## src/rtl/mbox_pkg.sv

```systemverilog
package mbox_pkg;

  localparam logic [1:0] OP_READ  = 2'd0;
  localparam logic [1:0] OP_WRITE = 2'd1;
  localparam logic [1:0] OP_COUNT = 2'd2;

  localparam logic [1:0] SEL_IN   = 2'd0;
  localparam logic [1:0] SEL_OUT0 = 2'd1;

  localparam logic [1:0] HA_IN    = 2'd0;
  localparam logic [1:0] HA_OUT0  = 2'd1;
  localparam logic [1:0] HA_CTRL  = 2'd3;

  localparam int EN_W = 4;

  // slot that receives a host word; a pop shifts everything down first
  function automatic int fifo_slot(int cnt, logic pop, int depth);
    if (pop)             return (cnt > 0) ? cnt - 1 : 0;
    else if (cnt >= depth) return depth - 1;
    else                 return cnt;
  endfunction

  // occupancy after one cycle; a push into a full queue replaces, not grows
  function automatic int fifo_next(int cnt, logic push, logic pop, int depth);
    int n;
    n = cnt;
    if (pop && cnt > 0) n = n - 1;
    if (push && n < depth) n = n + 1;
    return n;
  endfunction

  function automatic logic [31:0] pack_status(logic [2:0] cnt, logic v0,
                                              logic v1, logic [EN_W-1:0] en);
    return {20'd0, en, 2'b00, v1, v0, 1'b0, cnt};
  endfunction

endpackage

```

## src/rtl/mbox_in_fifo.sv

```systemverilog
module mbox_in_fifo
  import mbox_pkg::*;
#(
  parameter int DW    = 32,
  parameter int DEPTH = 4,
  localparam int CW   = $clog2(DEPTH + 1),
  localparam int IW   = (DEPTH > 1) ? $clog2(DEPTH) : 1
) (
  input  logic          clk,
  input  logic          rst_n,
  input  logic          push,
  input  logic [DW-1:0] push_data,
  input  logic          pop,
  output logic [DW-1:0] head,
  output logic [CW-1:0] count
);

  logic [DW-1:0] mem [DEPTH];
  logic [IW-1:0] wr_idx;

  always_comb wr_idx = IW'(fifo_slot(int'(count), pop, DEPTH));

  always_ff @(posedge clk) begin
    if (!rst_n) begin
      count <= '0;
      for (int i = 0; i < DEPTH; i++) mem[i] <= '0;
    end else begin
      if (pop) begin
        for (int i = 0; i < DEPTH - 1; i++) mem[i] <= mem[i+1];
      end
      if (push) mem[wr_idx] <= push_data;
      count <= CW'(fifo_next(int'(count), push, pop, DEPTH));
    end
  end

  assign head = mem[0];

endmodule

```

## src/rtl/mbox_out_slot.sv

```systemverilog
module mbox_out_slot #(
  parameter int DW = 32
) (
  input  logic          clk,
  input  logic          rst_n,
  input  logic          fill,
  input  logic [DW-1:0] fill_data,
  input  logic          take,
  output logic [DW-1:0] data,
  output logic          valid
);

  always_ff @(posedge clk) begin
    if (!rst_n) begin
      valid <= 1'b0;
      data  <= '0;
    end else if (fill) begin
      valid <= 1'b1;
      data  <= fill_data;
    end else if (take) begin
      valid <= 1'b0;
    end
  end

endmodule

```

## src/rtl/mbox_sticky.sv

```systemverilog
module mbox_sticky (
  input  logic clk,
  input  logic rst_n,
  input  logic set,
  input  logic ack,
  output logic flag
);

  always_ff @(posedge clk) begin
    if (!rst_n)   flag <= 1'b0;
    else if (set) flag <= 1'b1;
    else if (ack) flag <= 1'b0;
  end

endmodule

```

## src/rtl/mbox_unit.sv

```systemverilog
module mbox_unit
  import mbox_pkg::*;
#(
  parameter int DW    = 32,
  parameter int DEPTH = 4,
  localparam int CW   = $clog2(DEPTH + 1),
  localparam int NOUT = 2
) (
  input  logic          clk,
  input  logic          rst_n,
  input  logic          ch_req,
  input  logic [1:0]    ch_op,
  input  logic [1:0]    ch_sel,
  input  logic [DW-1:0] ch_wdata,
  output logic [DW-1:0] ch_rdata,
  output logic          ch_stall,
  input  logic          h_wr,
  input  logic          h_rd,
  input  logic [1:0]    h_addr,
  input  logic [DW-1:0] h_wdata,
  output logic [DW-1:0] h_rdata,
  output logic          evt,
  input  logic          evt_ack,
  output logic          irq,
  input  logic          irq_ack
);

  // named internal events
  logic            core_rd_in, in_push, in_pop, cfg_we;
  logic [CW-1:0]   in_cnt;
  logic [DW-1:0]   in_head;
  logic [NOUT-1:0] core_wr_out, out_valid, out_fill, out_take;
  logic [DW-1:0]   out_data [NOUT];
  logic [EN_W-1:0] en;
  logic            evt_set, irq_set;
  logic [31:0]     status;

  assign core_rd_in = ch_req && (ch_op == OP_READ) && (ch_sel == SEL_IN);
  assign in_pop     = core_rd_in && (in_cnt != '0);
  assign in_push    = h_wr && (h_addr == HA_IN);
  assign cfg_we     = h_wr && (h_addr == HA_CTRL);

  mbox_in_fifo #(.DW(DW), .DEPTH(DEPTH)) u_in (
    .clk(clk), .rst_n(rst_n),
    .push(in_push), .push_data(h_wdata),
    .pop(in_pop), .head(in_head), .count(in_cnt)
  );

  for (genvar k = 0; k < NOUT; k++) begin : g_out
    assign core_wr_out[k] = ch_req && (ch_op == OP_WRITE)
                            && (ch_sel == 2'(SEL_OUT0 + k));
    assign out_fill[k]    = core_wr_out[k] && !out_valid[k];
    assign out_take[k]    = h_rd && (h_addr == 2'(HA_OUT0 + k)) && out_valid[k];

    mbox_out_slot #(.DW(DW)) u_slot (
      .clk(clk), .rst_n(rst_n),
      .fill(out_fill[k]), .fill_data(ch_wdata),
      .take(out_take[k]),
      .data(out_data[k]), .valid(out_valid[k])
    );
  end

  assign ch_stall = (core_rd_in && (in_cnt == '0)) || |(core_wr_out & out_valid);

  always_ff @(posedge clk) begin
    if (!rst_n)      en <= '0;
    else if (cfg_we) en <= h_wdata[EN_W-1:0];
  end

  assign evt_set = (in_push && en[0]) || (out_take[0] && en[1])
                   || (out_take[1] && en[2]);
  assign irq_set = out_fill[NOUT-1] && en[3];

  mbox_sticky u_evt (.clk(clk), .rst_n(rst_n), .set(evt_set), .ack(evt_ack), .flag(evt));
  mbox_sticky u_irq (.clk(clk), .rst_n(rst_n), .set(irq_set), .ack(irq_ack), .flag(irq));

  assign status = pack_status(3'(in_cnt), out_valid[0], out_valid[1], en);

  always_comb begin
    ch_rdata = '0;
    if (ch_op == OP_READ && ch_sel == SEL_IN) begin
      ch_rdata = in_head;
    end else if (ch_op == OP_COUNT) begin
      if (ch_sel == SEL_IN) ch_rdata = DW'(in_cnt);
      for (int k = 0; k < NOUT; k++)
        if (ch_sel == 2'(SEL_OUT0 + k)) ch_rdata = DW'(!out_valid[k]);
    end
  end

  always_comb begin
    h_rdata = '0;
    if (h_addr == HA_CTRL) h_rdata = DW'(status);
    for (int k = 0; k < NOUT; k++)
      if (h_addr == 2'(HA_OUT0 + k)) h_rdata = out_data[k];
  end

endmodule

```

## config.mk

```make
export PLATFORM = sky130hd
export DESIGN_NAME = mbox_unit
export DESIGN_NICKNAME = d
export VERILOG_FILES = /design/src/rtl/mbox_pkg.sv /design/src/rtl/mbox_in_fifo.sv /design/src/rtl/mbox_out_slot.sv /design/src/rtl/mbox_sticky.sv /design/src/rtl/mbox_unit.sv
export SDC_FILE = /design/constraint.sdc
export NUM_CORES = 1
export LEC_CHECK = 0
export CAP_MARGIN = 15
export CORE_MARGIN = 3
export CORE_UTILIZATION = 50
export DETAILED_ROUTE_END_ITERATION = 8
export DONT_BUFFER_PORTS = 1
export PLACE_DENSITY_LB_ADDON = 0.1
export SLEW_MARGIN = 15
export SYNTH_ARGS = -nofsm -noshare
export SYNTH_HDL_FRONTEND = slang
export SYNTH_HIERARCHICAL = 1
export SYNTH_SLANG_ARGS = --single-unit
```

## constraint.sdc

```tcl
create_clock -name clk -period 4.5 [get_ports clk]
set_input_delay 0.675 -clock clk [delete_from_list [all_inputs] [get_ports clk]]
set_output_delay 0.675 -clock clk [all_outputs]
set_load 0.1 [all_outputs]
```

After elaboration in Yosys (flattened, before gate mapping)

Memories as Yosys holds them, arrays and structs flattened.
Cells that the tools add are included.

Register bits: 75
RAM bits: 128
Input bits: 77
Output and inout port bits: 67
Word-level logic and storage cells: 98
Memories kept: 1

Add/subtract/negate cells: 2
$lt $le $gt $ge: 3
Equality and inequality tests: 7
Multiplexer cells: 35
Bitwise gates (word level): 4
Reduce and logical (&&, ||, !) cells: 38

Memory list:

| name     | depth | bits a word | read ports | clocked after memory_dff | write ports | RTL line           | source |
|---|---|---|---|---|---|---|---|
| u_in.mem | 4     | 32          | 4          | 0                        | 4           | mbox_in_fifo.sv:18 | `logic [DW-1:0] mem [DEPTH];` |

Operators by type and width:

| operator              | number |
|---|---|
| $mux W32              | 12 |
| $lt A32 B4 Y1 const B | 1 |
| $reduce_or A32 Y1     | 1 |
| $logic_and A1 B1 Y1   | 22 |
| $mux W1               | 16 |
| $mux W12              | 1 |
| $eq A2 B2 Y1 const B  | 4 |
| $mux W2               | 4 |
| $reduce_bool A2 Y1    | 4 |
| $eq A2 B1 Y1 const B  | 3 |
| $logic_not A2 Y1      | 3 |
| $mux W3               | 2 |
| $sub A3 B1 Y4 const B | 1 |
| $add A3 B2 Y3 const B | 1 |
| $ge A3 B3 Y1 const B  | 1 |
| $gt A3 B1 Y1 const B  | 1 |
| $logic_not A3 Y1      | 1 |
| $logic_or A1 B1 Y1    | 3 |
| $or A1 B1 Y1          | 3 |
| $reduce_bool A3 Y1    | 1 |
| $and A2 B2 Y2         | 1 |
| $logic_not A1 Y1      | 2 |
| $reduce_or A2 Y1      | 1 |

Longest topological paths before layout

Gate-level depths: netlist of run 1.

Depth in word-level cells: 10
Gate-level depth with buffers: 11
Depth with buffers taken out: 9

Modules after synthesis

Netlist of run 1, hierarchy kept.

Modules (own cells, without submodules):

| module        | instances | cells an instance | area an instance (sq um) | seq. area each (sq um) |
|---|---|---|---|---|
| mbox_in_fifo  | 1         | 444               | 6523.8                   | 3903.7 |
| mbox_out_slot | 2         | 106               | 1277.5                   | 660.6 |
| mbox_unit     | 1         | 127               | 994.7                    | 80.1 |
| mbox_sticky   | 2         | 3                 | 41.3                     | 20.0 |

Least setup slack after synthesis of run 1

OpenSTA, ideal clock, no wires.

Path type: input -> register
From: input port ch_op[0]
To: memory u_in.mem[0][0] (enable)
Setup time: 394 ps
Arrival time: 3124 ps
Required time: 4106 ps
Slack: 982 ps
Stages on the path: 10
Buffers on the path: 3
Cell sequence: or3_4 -> nor2_4 -> buf_6 -> o311a_1 -> o21a_1 -> o21ba_4 -> nor2b_4 -> buf_6 -> buf_6 -> nand2b_1

RTL lines:

| item        | RTL line           | source |
|---|---|---|
| from (decl) | mbox_unit.sv:12    | `input logic [1:0] ch_op,` |
| to (decl)   | mbox_in_fifo.sv:18 |  |

==> results.rst, run 1 <==
.. list-table::
   :header-rows: 1

   * - Metric
     - Value
   * - Outcome
     - finished clean
   * - Cell type with the largest total area after synthesis
     - edfxtp_1
   * - Leakage
     - approximately 4.7 nW
   * - Initial core utilization
     - 51.5%
   * - Depth of the CTS H-tree
     - 1
   * - Post-DR vias/cell
     - 5.86
   * - Clock latency reported for the late side of the worst-skew pair
     - 500 ps
   * - Sequential element share of the synthesized area
     - a little over half
   * - Simple logic cell fraction of the synthesized area
     - 17.1%
   * - CTS tree
     - done
   * - Final worst hold slack
     - 327 ps
   * - Total grt overflow
     - 0
   * - Number of synthesized flops with an enable pin
     - 128
   * - RSZ-0062 raised after global routing
     - false
   * - RR Endpoint
     - u_in/mem[0][0]
   * - Total count of max-transition violations in the final report
     - 0
   * - Pwr dens
     - around 350 nW/µm²
   * - Placer congestion estimate
     - 0.829
   * - Number of vias in the routed layout
     - 6,186
   * - Largest vdd supply drop
     - 288 µV
   * - DRC marker count from the first detailed-route iteration
     - 434
   * - Share of the clock period used by the worst path after layout
     - 72.8%
   * - Syn Inst Count
     - 789
   * - Net Count, Synth
     - 869
   * - Setup-failing EPs final
     - 0
   * - Worst Setup End Kind
     - register
   * - Area enclosed by the die boundary
     - 22,100 µm²
   * - Final wirelength
     - 22,000 µm
   * - Final total negative setup slack
     - 0 ps
   * - Register bit count reported by yosys
     - 203
   * - Horiz. Die Dim
     - 149 µm
   * - Area share of the largest cell type after synthesis
     - between 30% and 40%
   * - Placeable core area
     - 19,700 µm²
   * - Mapped Area
     - 10,200 µm²
   * - I/O Pins
     - around 140
   * - Area of the multi-input gates
     - 4340 µm²
   * - Clock buffers created by TritonCTS
     - 23
   * - Share of the synthesized area in compound gates (AO/OA/AOI/OAI)
     - 7.23%
   * - Post-layout nets
     - between 800 and 900
   * - Critical path data required time
     - between 4000 and 5000 ps
   * - Chip height
     - 149 µm
   * - Path type of the worst setup path
     - reg2reg
   * - Mean Syn Cell Area
     - 12.9 µm²
   * - Cell with the most instances after synthesis
     - edfxtp_1
   * - Row cnt
     - 51
   * - I/O Buffers
     - 0
   * - MaxCap Viol Count
     - 0
   * - Global-route wire length before repair
     - 34,500 µm
   * - Layout cell share with drive strength beyond 1
     - 20.0%
   * - Beginning of the worst register-to-register path
     - u_in/count[0]
   * - Xor/xnor cell area share of the yosys netlist
     - less than 1%
   * - Detailed placer's ending HPWL
     - around 13,000 µm
   * - Number of filler cells placed in the layout
     - 1,642
   * - Syn-to-layout area delta
     - 7.65%
   * - Largest cells by area after synthesis
     - edfxtp_1, dfxtp_1, mux2_4
   * - Remaining DRCs
     - 0
   * - Total instance count after detailed placement
     - 1,014
   * - Worst R2R Path Depth
     - 8
   * - Clock Pin Slew Worst Setup and Hold Paths
     - 60 ps
   * - Adder-Cell Fraction of Synth Area
     - 0.370%
   * - Worst endpoint data arrival time
     - approximately 3300 ps
   * - Maximum clock frequency
     - 305 MHz
   * - Distinct cell type count of the synthesized netlist
     - 45
   * - Share of flip-flops with an asynchronous set or reset after synthesis
     - 0%
   * - Detailed-router iteration count before antenna repair
     - 5
   * - Predominant post-synthesis flop cell
     - edfxtp_1
   * - Storage cell area
     - around 5300 µm²
   * - Reg2Reg Setup Slack
     - 1220 ps
   * - Min-delay src
     - rst_n
   * - Largest net degree at the start of global routing
     - around 180
   * - GRT Total Usage
     - a little under a fifth
   * - Clock root buffer master
     - clkbuf_16
   * - Maximum buffer depth of the clock tree
     - 3
   * - Path class of the lowest-slack min-delay path
     - in2reg
   * - Initial antenna violation count
     - 0
   * - Startpoint types
     - register
   * - Leading post-synthesis cells by instance count
     - edfxtp_1, and3_1, dfxtp_1, mux2i_1, nor2b_1
   * - Combinational family with the most area after synthesis
     - multiplexers
   * - Post-cts gate resize count
     - 0
   * - Non-filler cells, final
     - 1,056
   * - Slew @ Worst Pin
     - 1120 ps
   * - Number of global-route vias before repair
     - about 6,300
   * - Routed WL per cell
     - 20.8 µm
   * - Max Fanout on Critical Path
     - 48
   * - Post-synthesis mux area share
     - approximately 18%
   * - Post-CTS setup-driven buffer insertion count
     - 0
   * - Post-DRT Antenna Nets
     - 0
   * - Sink Count
     - 203
   * - Worst hold path depth
     - 1
   * - Hold buffer count at CTS
     - 0
   * - Min-Delay Endpoint
     - u_evt/flag
   * - Count of warnings emitted by yosys
     - 6
   * - Fin crit period
     - ~3300 ps
   * - Fin. Hold Viols
     - 0
   * - Max Clock Skew
     - about 16 ps
   * - Slew headroom
     - 25.1%
-- how the worst max path moves through the flow --
stage / startpoint / to / depth (start not counted)
after floorplan: ch_op[0] / u_in/mem[0][0] / 10
after global placement: ch_op[0] / u_in/mem[3][11] / 8
after detailed placement: ch_op[0] / u_in/mem[0][11] / 8
after CTS: u_in/count[0] / u_in/mem[0][8] / 8
after global routing: u_in/count[0] / u_in/mem[0][2] / 8
final: u_in/count[0] / u_in/mem[0][0] / 8
-- layer usage --
| layer | up-vias | share of wire (%) | GRT usage [%] |
|---|---|---|---|
| met5 | - | 0 | 0 |
| met4 | 0 | 2.2 | 5.17 |
| met3 | 38 | 6.0 | 4.11 |
| met2 | 175 | 48 | 31.6 |
| met1 | 3062 | 44 | 25.9 |
| li1 | 2911 | - | - |
-- flip-flops by register name (all words and copies together), names as in the netlist --
signal / cells
u_in/mem: 128
g_out.u_slot/data: 64
en: 4
u_in/count: 3
g_out.u_slot/valid: 2
u_evt/flag: 1
u_irq/flag: 1
-- worst max-delay path: stages (launching register included) --
cell,delay (ps)
dfxtp_1,530
inv_1,140
ha_1,220
ha_1,210
nand2b_1,200
o22ai_4,360
buf_4,440
nor2b_4,70
nand2b_2,640
-- power breakdown --
group / total (mW) / switching (mW) / internal (mW)
Combinational: 0.191 / 0.131 / 0.0591
Sequential: 2.06 / 0.0197 / 2.04
Clock: 1.63 / 0.696 / 0.931
-- logic make-up after synthesis --
group | count (synthesis)
buffers and inverters | 77
AND/OR/NAND/NOR | 277
flip-flops | 203
AO/OA/AOI/OAI | 81
multiplexers | 147
adder cells (fa/ha/maj) | 3
XOR/XNOR | 1
-- through the flow --
step / utilization, % / power, mW / instance area (µm²) / setup slack, ps
2_1_floorplan: - / 2.27 / 10200 / 982
3_3_place_gp: 52.1 / 2.28 / 10300 / 984
3_5_place_dp: 52.1 / 2.29 / 10300 / 867
4_1_cts: 55.4 / 3.92 / 10900 / 1190
5_1_grt: 55.4 / 4.02 / 10900 / 929
6_report: 55.4 / 3.87 / 10900 / 1220
-- cell type report --
type,count,area share [%]
antenna,1,0.0229
clock inverter,13,0.515
timing repair buffer,32,2.20
sequential,203,48.9
multi-input combinational,509,39.7
clock buffer,28,5.44
inverter,5,0.172
tap,265,3.03
-- cells in the final DEF (no fill, tap or decap), drive strengths merged, types with 5 or more instances in the layout --
| cell type | count |
|---|---|
| inv | 5 |
| clkinv | 12 |
| o21a | 5 |
| buf | 32 |
| a41o | 32 |
| dfxtp | 75 |
| nand2 | 13 |
| nor2 | 7 |
| and3 | 130 |
| a22o | 32 |
| and2 | 30 |
| mux2i | 74 |
| mux2 | 73 |
| nor2b | 75 |
| clkbuf | 28 |
| edfxtp | 128 |
Power figures use the tool's default switching activity.
==> run 2: changes to the inputs <==
--- a/config.mk
+++ b/config.mk
@@ -5,6 +5,7 @@
 export SDC_FILE = /design/constraint.sdc
 export NUM_CORES = 1
 export LEC_CHECK = 0
+export ABC_AREA = 1
 export CAP_MARGIN = 15
 export CORE_MARGIN = 3
 export CORE_UTILIZATION = 50
==> constraint.sdc (replaced) <==
create_clock -name clk -period 3.45 [get_ports clk]
set_input_delay 0.5175 -clock clk [delete_from_list [all_inputs] [get_ports clk]]
set_output_delay 0.5175 -clock clk [all_outputs]
set_load 0.1 [all_outputs]
==> results.rst, run 2 <==
.. list-table::
   :header-rows: 1

   * - Metric
     - Value
   * - Row cnt
     - 50 (-2.0%)
   * - Highest-count cells in the layout ignoring fill and taps
     - nand2_1, nor2_1, edfxtp_1, inv_1
   * - Mapped Area
     - 9620 µm² (-5.2%)
   * - Max Clock Skew
     - 7.23 ps (-8.41 ps)
   * - Placeable core area
     - 18,800 µm² (-4.5%)
   * - Detailed placer's ending HPWL
     - 15,300 µm (+14%)
   * - Placer congestion estimate
     - 0.868 (+4.6%)
   * - Worst endpoint data arrival time
     - 3120 ps (-190 ps)
   * - Number of filler cells placed in the layout
     - 1,683 (+2.5%)
   * - Min-Delay Endpoint
     - u_evt/flag
   * - Largest net degree at the start of global routing
     - 106 (-40%)
   * - Count of warnings emitted by yosys
     - 6 (unchanged)
   * - Clock buffers created by TritonCTS
     - 22 (-4.3%)
   * - Pwr dens
     - 467 nW/µm² (+32%)
   * - Sink Count
     - 203 (unchanged)
   * - Layout cell share with drive strength beyond 1
     - 14.2% (-5.8 points)
   * - Initial antenna violation count
     - 0 (unchanged)
   * - Post-CTS setup-driven buffer insertion count
     - 0 (unchanged)
   * - Register bit count reported by yosys
     - 203 (unchanged)
   * - Top routing layer in use
     - met4
   * - Detailed-route wire length on metal 1
     - 10,200 µm (+5.8%)
   * - I/O Pins
     - 144 (unchanged)
   * - MaxCap Viol Count
     - 0 (unchanged)
   * - Non-filler cells, final
     - 1,450 (+37%)
   * - I/O Buffers
     - 0 (unchanged)
   * - Number of vias in the routed layout
     - 7,654 (+24%)
   * - Slew headroom
     - 23.9% (-1.2 points)
   * - GRT Total Usage
     - 22.2% (+3.0 points)
   * - Number of global-route vias before repair
     - 7,192 (+14%)
   * - Total grt overflow
     - 0 (unchanged)
   * - Fin crit period
     - 2880 ps (-400 ps)
   * - Met2 layer wire length in the routed design
     - 11,500 µm (+9.1%)
   * - Beginning of the worst register-to-register path
     - u_in/count[2]
   * - Reg2Reg Setup Slack
     - 570 ps (-650 ps)
   * - Chip height
     - 145 µm (-2.5%)
   * - Total count of max-transition violations in the final report
     - 0 (unchanged)
   * - Critical path data required time
     - 3700 ps (-830 ps)
   * - Routed WL per cell
     - 16.3 µm (-22%)
   * - Initial core utilization
     - 51.1% (-0.40 points)
   * - Setup-failing EPs final
     - 0 (unchanged)
   * - Path type of the worst setup path
     - reg2reg
   * - Depth of the CTS H-tree
     - 1 (unchanged)
   * - Total instance count after detailed placement
     - 1,411 (+39%)
   * - Distinct cell type count of the synthesized netlist
     - 29 (-36%)
   * - Final total negative setup slack
     - 0 ps (unchanged)
   * - Mean Syn Cell Area
     - 8.43 µm² (-34%)
   * - Slowest CP cell
     - inv_2
   * - Clock latency reported for the late side of the worst-skew pair
     - 490 ps (about the same)
   * - Number of flip-flops under the largest register name
     - 128 (unchanged)
   * - Clock root buffer master
     - clkbuf_16
   * - Largest vdd supply drop
     - 356 µV (+23%)
   * - Syn Inst Count
     - 1,141 (+45%)
   * - Maximum clock frequency
     - 348 MHz (+14%)
   * - Horiz. Die Dim
     - 145 µm (-2.5%)
   * - Most flops, register
     - u_in/mem
   * - Area share of the largest cell type after synthesis
     - 39.9% (+2.1 points)
   * - Sequential element share of the synthesized area
     - 55.5% (+2.9 points)
   * - Cell-by-cell trace of the critical path
     - nor3_1, nor3_4, buf_4, nand2_1, o21ai_4, inv_2, nand3_2, buf_4, nand3_1, nand2_1
   * - Number of synthesized flops with an enable pin
     - 128 (unchanged)
   * - DRC marker count from the first detailed-route iteration
     - 533 (+23%)
   * - RR Endpoint
     - u_in/mem[0][20]
   * - Antenna cells
     - 0 (-1)
   * - CTS tree
     - done
   * - Sum of met3 wire segment lengths after detailed routing
     - 1370 µm (+3.4%)
   * - Worst R2R Path Depth
     - 10 (+2)
   * - Largest cells by area after synthesis
     - edfxtp_1, dfxtp_1, nand2_1
   * - Detailed-router iteration count before antenna repair
     - 5 (unchanged)
   * - Final critical-path setup slack
     - 574 ps (-650 ps)
   * - Maximum buffer depth of the clock tree
     - 3 (unchanged)
   * - Post-Place Setup Slack
     - 438 ps (-429 ps)
   * - Startpoint types
     - register
   * - Cell type with the largest total area after synthesis
     - edfxtp_1
   * - Post-layout nets
     - 1,255 (+47%)
   * - Largest incremental delay on the critical path
     - 480 ps (-160 ps)
   * - Predominant post-synthesis flop cell
     - edfxtp_1
   * - Share of flip-flops with an asynchronous set or reset after synthesis
     - 0% (unchanged)
   * - Leading post-synthesis cells by instance count
     - nand2_1, nor2_1, edfxtp_1, inv_1, nand3_1
   * - Fin. Hold Viols
     - 0 (unchanged)
   * - Leakage
     - 4.87 nW (+3.2%)
   * - Share of the clock period used by the worst path after layout
     - 83.4% (+11 points)
   * - Post-DRT Antenna Nets
     - 0 (unchanged)
   * - Min-delay src
     - rst_n
   * - Global-route wire length before repair
     - 37,300 µm (+8.3%)
   * - Clock Pin Slew Worst Setup and Hold Paths
     - 60 ps (about the same)
   * - Area enclosed by the die boundary
     - 20,900 µm² (-5.0%)
   * - Outcome
     - finished clean
   * - Net Count, Synth
     - 1,221 (+41%)
   * - Remaining DRCs
     - 0 (unchanged)
   * - Post-cts gate resize count
     - 0 (unchanged)
   * - Syn-to-layout area delta
     - 14.4%
   * - Final wirelength
     - 23,600 µm (+7.1%)
   * - Worst Setup End Kind
     - register
   * - Cell with the most instances after synthesis
     - nand2_1
   * - Max Fanout on Critical Path
     - 33 (-31%)
   * - RSZ-0062 raised after global routing
     - false
   * - Hold buffer count at CTS
     - 0 (unchanged)
   * - Leading cell type in the layout, fill and taps excluded
     - nand2_1
   * - Worst hold path depth
     - 2 (+1)
   * - Registers with the highest flip-flop counts
     - u_in/mem (128), g_out.u_slot/data (64), en (4)
   * - Post-DR vias/cell
     - 5.28 (-9.9%)
   * - Slew @ Worst Pin
     - 1140 ps (+15.4 ps)
   * - Path class of the lowest-slack min-delay path
     - in2reg
[run 2: where the power goes]
group | total (mW) | internal [mW] | switching [mW]
combinational | 0.310 | 0.0690 | 0.241
sequential | 2.69 | 2.66 | 0.0294
clock | 2.15 | 1.25 | 0.896
[run 2: cell type report]
cell class / instances / area, µm² / share of cell area (%)
inverters: 103 / 387 / 3.51
multi-input cells: 759 / 3570 / 32.4
clock inverters: 5 / 22.5 / 0.204
clock buffers: 34 / 629 / 5.71
well taps: 260 / 325 / 2.95
flip-flops and latches: 203 / 5350 / 48.5
repair buffers: 86 / 733 / 6.66
[run 2: cells by family after synthesis]
group           share of synthesized area (%)
simple gates                             29.5
buf+inv                                  8.37
fa+ha+maj                               0.390
flops                                    55.5
compound gates                           6.18
[run 2: per-stage QoR]
step                power [mW]  util (%)  hold WS (ps)  instance area [µm²]
CTS                       5.19      58.5           130                11000
finish                    5.15      58.5           152                11000
global route              5.33      58.5           138                11000
global placement          3.05      55.0           475                10400
detailed placement        3.05      55.0           482                10400
floorplan                 2.98         -           463                 9620
[run 2: critical path: cells and delay by family (launching register included)]
| kind | cells | cell delay, ps |
|---|---|---|
| simple gates | 6 | 1130 |
| compound gates | 1 | 100 |
| flops | 1 | 350 |
| buf+inv | 3 | 1020 |
[run 2: worst max-delay path by stage]
stage | startpoint | end | slack, ps | depth (start not counted)
4_1_cts | u_in/count[2] | u_in/mem[0][20] | 600 | 10
3_5_place_dp | ch_sel[1] | u_in/mem[0][20] | 440 | 10
6_report | u_in/count[2] | u_in/mem[0][20] | 570 | 10
3_3_place_gp | ch_sel[1] | u_in/mem[0][27] | 530 | 9
2_1_floorplan | ch_sel[1] | u_in/mem[1][0] | 8 | 9
5_1_grt | u_in/count[2] | u_in/mem[0][12] | 410 | 10
[run 2: per-layer routing]
metal / up-vias / track usage, %
met5: - / 0
met4: 0 / 6.48
met3: 35 / 3.78
met2: 216 / 37.7
met1: 3552 / 29.2
li1: 3851 / -
==> run 3: changes to the inputs <==
--- a/config.mk
+++ b/config.mk
@@ -5,7 +5,7 @@
 export SDC_FILE = /design/constraint.sdc
 export NUM_CORES = 1
 export LEC_CHECK = 0
-export ABC_AREA = 1
+export ABC_AREA = 0
 export CAP_MARGIN = 15
 export CORE_MARGIN = 3
 export CORE_UTILIZATION = 50
==> constraint.sdc (replaced) <==
create_clock -name clk -period 2.4 [get_ports clk]
set_input_delay 0.36 -clock clk [delete_from_list [all_inputs] [get_ports clk]]
set_output_delay 0.36 -clock clk [all_outputs]
set_load 0.1 [all_outputs]
==> results.rst, run 3 (synthesized netlist as in run 1, its figures left out) <==
.. list-table::
   :header-rows: 1

   * - Metric
     - Value
   * - Outcome
     - finished clean
   * - Final wirelength
     - 23,100 µm (-1.8%)
   * - Row cnt
     - 51 (+2.0%)
   * - Antenna cells
     - 0 (unchanged)
   * - I/O Pins
     - 144 (unchanged)
   * - Clock Pin Slew Worst Setup and Hold Paths
     - 60 ps (about the same)
   * - Post-DR vias/cell
     - 5.72 (+8.4%)
   * - Post-DRT Antenna Nets
     - 0 (unchanged)
   * - Most flops, register
     - u_in/mem
   * - Final worst hold slack
     - 33.9 ps (-118 ps)
   * - Number of global-route vias before repair
     - 6,573 (-8.6%)
   * - Setup-failing EPs final
     - 0 (unchanged)
   * - Initial core utilization
     - 51.5% (+0.40 points)
   * - Maximum buffer depth of the clock tree
     - 3 (unchanged)
   * - Max Fanout on Critical Path
     - 14 (-58%)
   * - Largest net degree at the start of global routing
     - 139 (+31%)
   * - Clock buffers created by TritonCTS
     - 23 (+4.5%)
   * - Fin. Hold Viols
     - 0 (unchanged)
   * - RSZ-0062 raised after global routing
     - false
   * - MaxCap Viol Count
     - 0 (unchanged)
   * - Path type of the worst setup path
     - reg2reg
   * - Largest vdd supply drop
     - 440 µV (+24%)
   * - Number of flip-flops under the largest register name
     - 128 (unchanged)
   * - Critical path data required time
     - 2610 ps (-1090 ps)
   * - Slew @ Worst Pin
     - 527 ps (-611 ps)
   * - Clock root buffer master
     - clkbuf_16
   * - Worst Setup End Kind
     - register
   * - Total instance count after detailed placement
     - 1,095 (-22%)
   * - Post-layout nets
     - 937 (-25%)
   * - Detailed placer's ending HPWL
     - 14,700 µm (-4.1%)
   * - Initial antenna violation count
     - 0 (unchanged)
   * - Max Clock Skew
     - 7.51 ps (+0.275 ps)
   * - Post-detailed-placement cell area
     - 11,500 µm² (+11%)
   * - Global-route wire length before repair
     - 36,100 µm (-3.2%)
   * - Sink Count
     - 203 (unchanged)
   * - Clock latency reported for the late side of the worst-skew pair
     - 500 ps (about the same)
   * - Leading cell type in the layout, fill and taps excluded
     - edfxtp_1
   * - Startpoint types
     - register
   * - Maximum clock frequency
     - 435 MHz (+25%)
   * - Non-filler cells, final
     - 1,137 (-22%)
   * - Syn-to-layout area delta
     - 20.6%
   * - Placer congestion estimate
     - 0.822 (-5.3%)
   * - Path class of the lowest-slack min-delay path
     - in2reg
   * - Horiz. Die Dim
     - 149 µm (+2.6%)
   * - Total grt overflow
     - 0 (unchanged)
   * - Remaining DRCs
     - 0 (unchanged)
   * - Registers with the highest flip-flop counts
     - u_in/mem (128), g_out.u_slot/data (64), en (4)
   * - Pwr dens
     - 621 nW/µm² (+33%)
   * - Chip height
     - 149 µm (+2.6%)
   * - Worst endpoint data arrival time
     - 2510 ps (-610 ps)
   * - Post-route cell area
     - 12,300 µm² (+11%)
   * - Fin crit period
     - 2300 ps (-578 ps)
   * - Area enclosed by the die boundary
     - 22,100 µm² (+5.3%)
   * - Layout cell share with drive strength beyond 1
     - 28.7% (+14 points)
   * - Highest-count cells in the layout ignoring fill and taps
     - edfxtp_1, and3_1, mux2i_1, dfxtp_1, nor2b_1
   * - Number of vias in the routed layout
     - 6,506 (-15%)
   * - Routed WL per cell
     - 20.4 µm (+25%)
   * - Number of filler cells placed in the layout
     - 1,475 (-12%)
   * - Post-CTS setup-driven buffer insertion count
     - 0 (unchanged)
   * - Share of the clock period used by the worst path after layout
     - 95.7% (+12 points)
   * - GRT Total Usage
     - 20.3% (-1.8 points)
   * - I/O Buffers
     - 0 (unchanged)
   * - Leakage
     - 5.35 nW (+10%)
   * - Depth of the CTS H-tree
     - 1 (unchanged)
   * - Placeable core area
     - 19,700 µm² (+4.7%)
   * - CTS tree
     - done
   * - DRC marker count from the first detailed-route iteration
     - 511 (-4.1%)
   * - Total count of max-transition violations in the final report
     - 0 (unchanged)
   * - Detailed-router iteration count before antenna repair
     - 4 (-1)
   * - Slew headroom
     - 64.9% (+41 points)
-- run 3: critical path, stage by stage, from the launching register on --
cell,delay (ps)
dfxtp_4,370
inv_1,60
ha_1,200
ha_1,220
o21a_1,210
buf_4,150
nor3_4,190
nand2b_4,130
clkbuf_16,210
nand2_4,120
buf_12,160
-- run 3: metrics by stage --
step                power (mW)  utilization (%)  setup TNS, ps  setup slack [ps]
floorplan                 4.26                -         -19050              -184
CTS                       7.70             61.9              0              54.3
global route              7.87             62.1              0              9.85
global placement          4.37             58.2          -5660             -97.0
finish                    7.61             62.1              0               102
detailed placement        4.38             58.2         -11330              -161
-- run 3: worst paths after layout --
path                           startpoint                       to  slack, ps  depth (start not counted)
setup / recovery            u_in/count[0]          u_in/mem[1][28]        100                         10
hold / removal                ch_wdata[8]  g_out[1].u_slot/data[8]         30                          2
setup reg to reg            u_in/count[0]          u_in/mem[1][28]        100                         10
hold reg to reg   g_out[1].u_slot/data[8]  g_out[1].u_slot/data[8]        520                          2
-- run 3: area by class of cell --
class | instances | area [µm²] | area share, %
tap | 265 | 332 | 2.71
clock inverter | 9 | 66.3 | 0.541
sequential | 203 | 5350 | 43.7
timing repair buffer | 115 | 1440 | 11.7
inverter | 5 | 18.8 | 0.153
clock buffer | 31 | 646 | 5.27
multi-input combinational | 509 | 4400 | 35.9
-- run 3: routing by layer --
metal  vias up  wire [µm]  GRT usage [%]
li1       3070          -              -
met1      3241       9740           27.0
met2       169      11600           34.1
met3        26       1460           4.14
met4         0        333           5.40
met5         -          0              0
-- run 3: report_power, final --
part	switching, mW	leakage, nW	internal, mW	total (mW)
Clock	1.31	0.355	1.98	3.29
Sequential	0.0373	1.93	3.81	3.85
Combinational	0.280	3.07	0.193	0.473
Total	1.63	5.35	5.98	7.61
-- run 3: timing repair --
action,CTS,global route
hold buffers,1,0
pin swaps,0,1
hold endpoints to repair,38,0
setup endpoints to repair,32,24
resized for setup,3,5
gates cloned,0,1
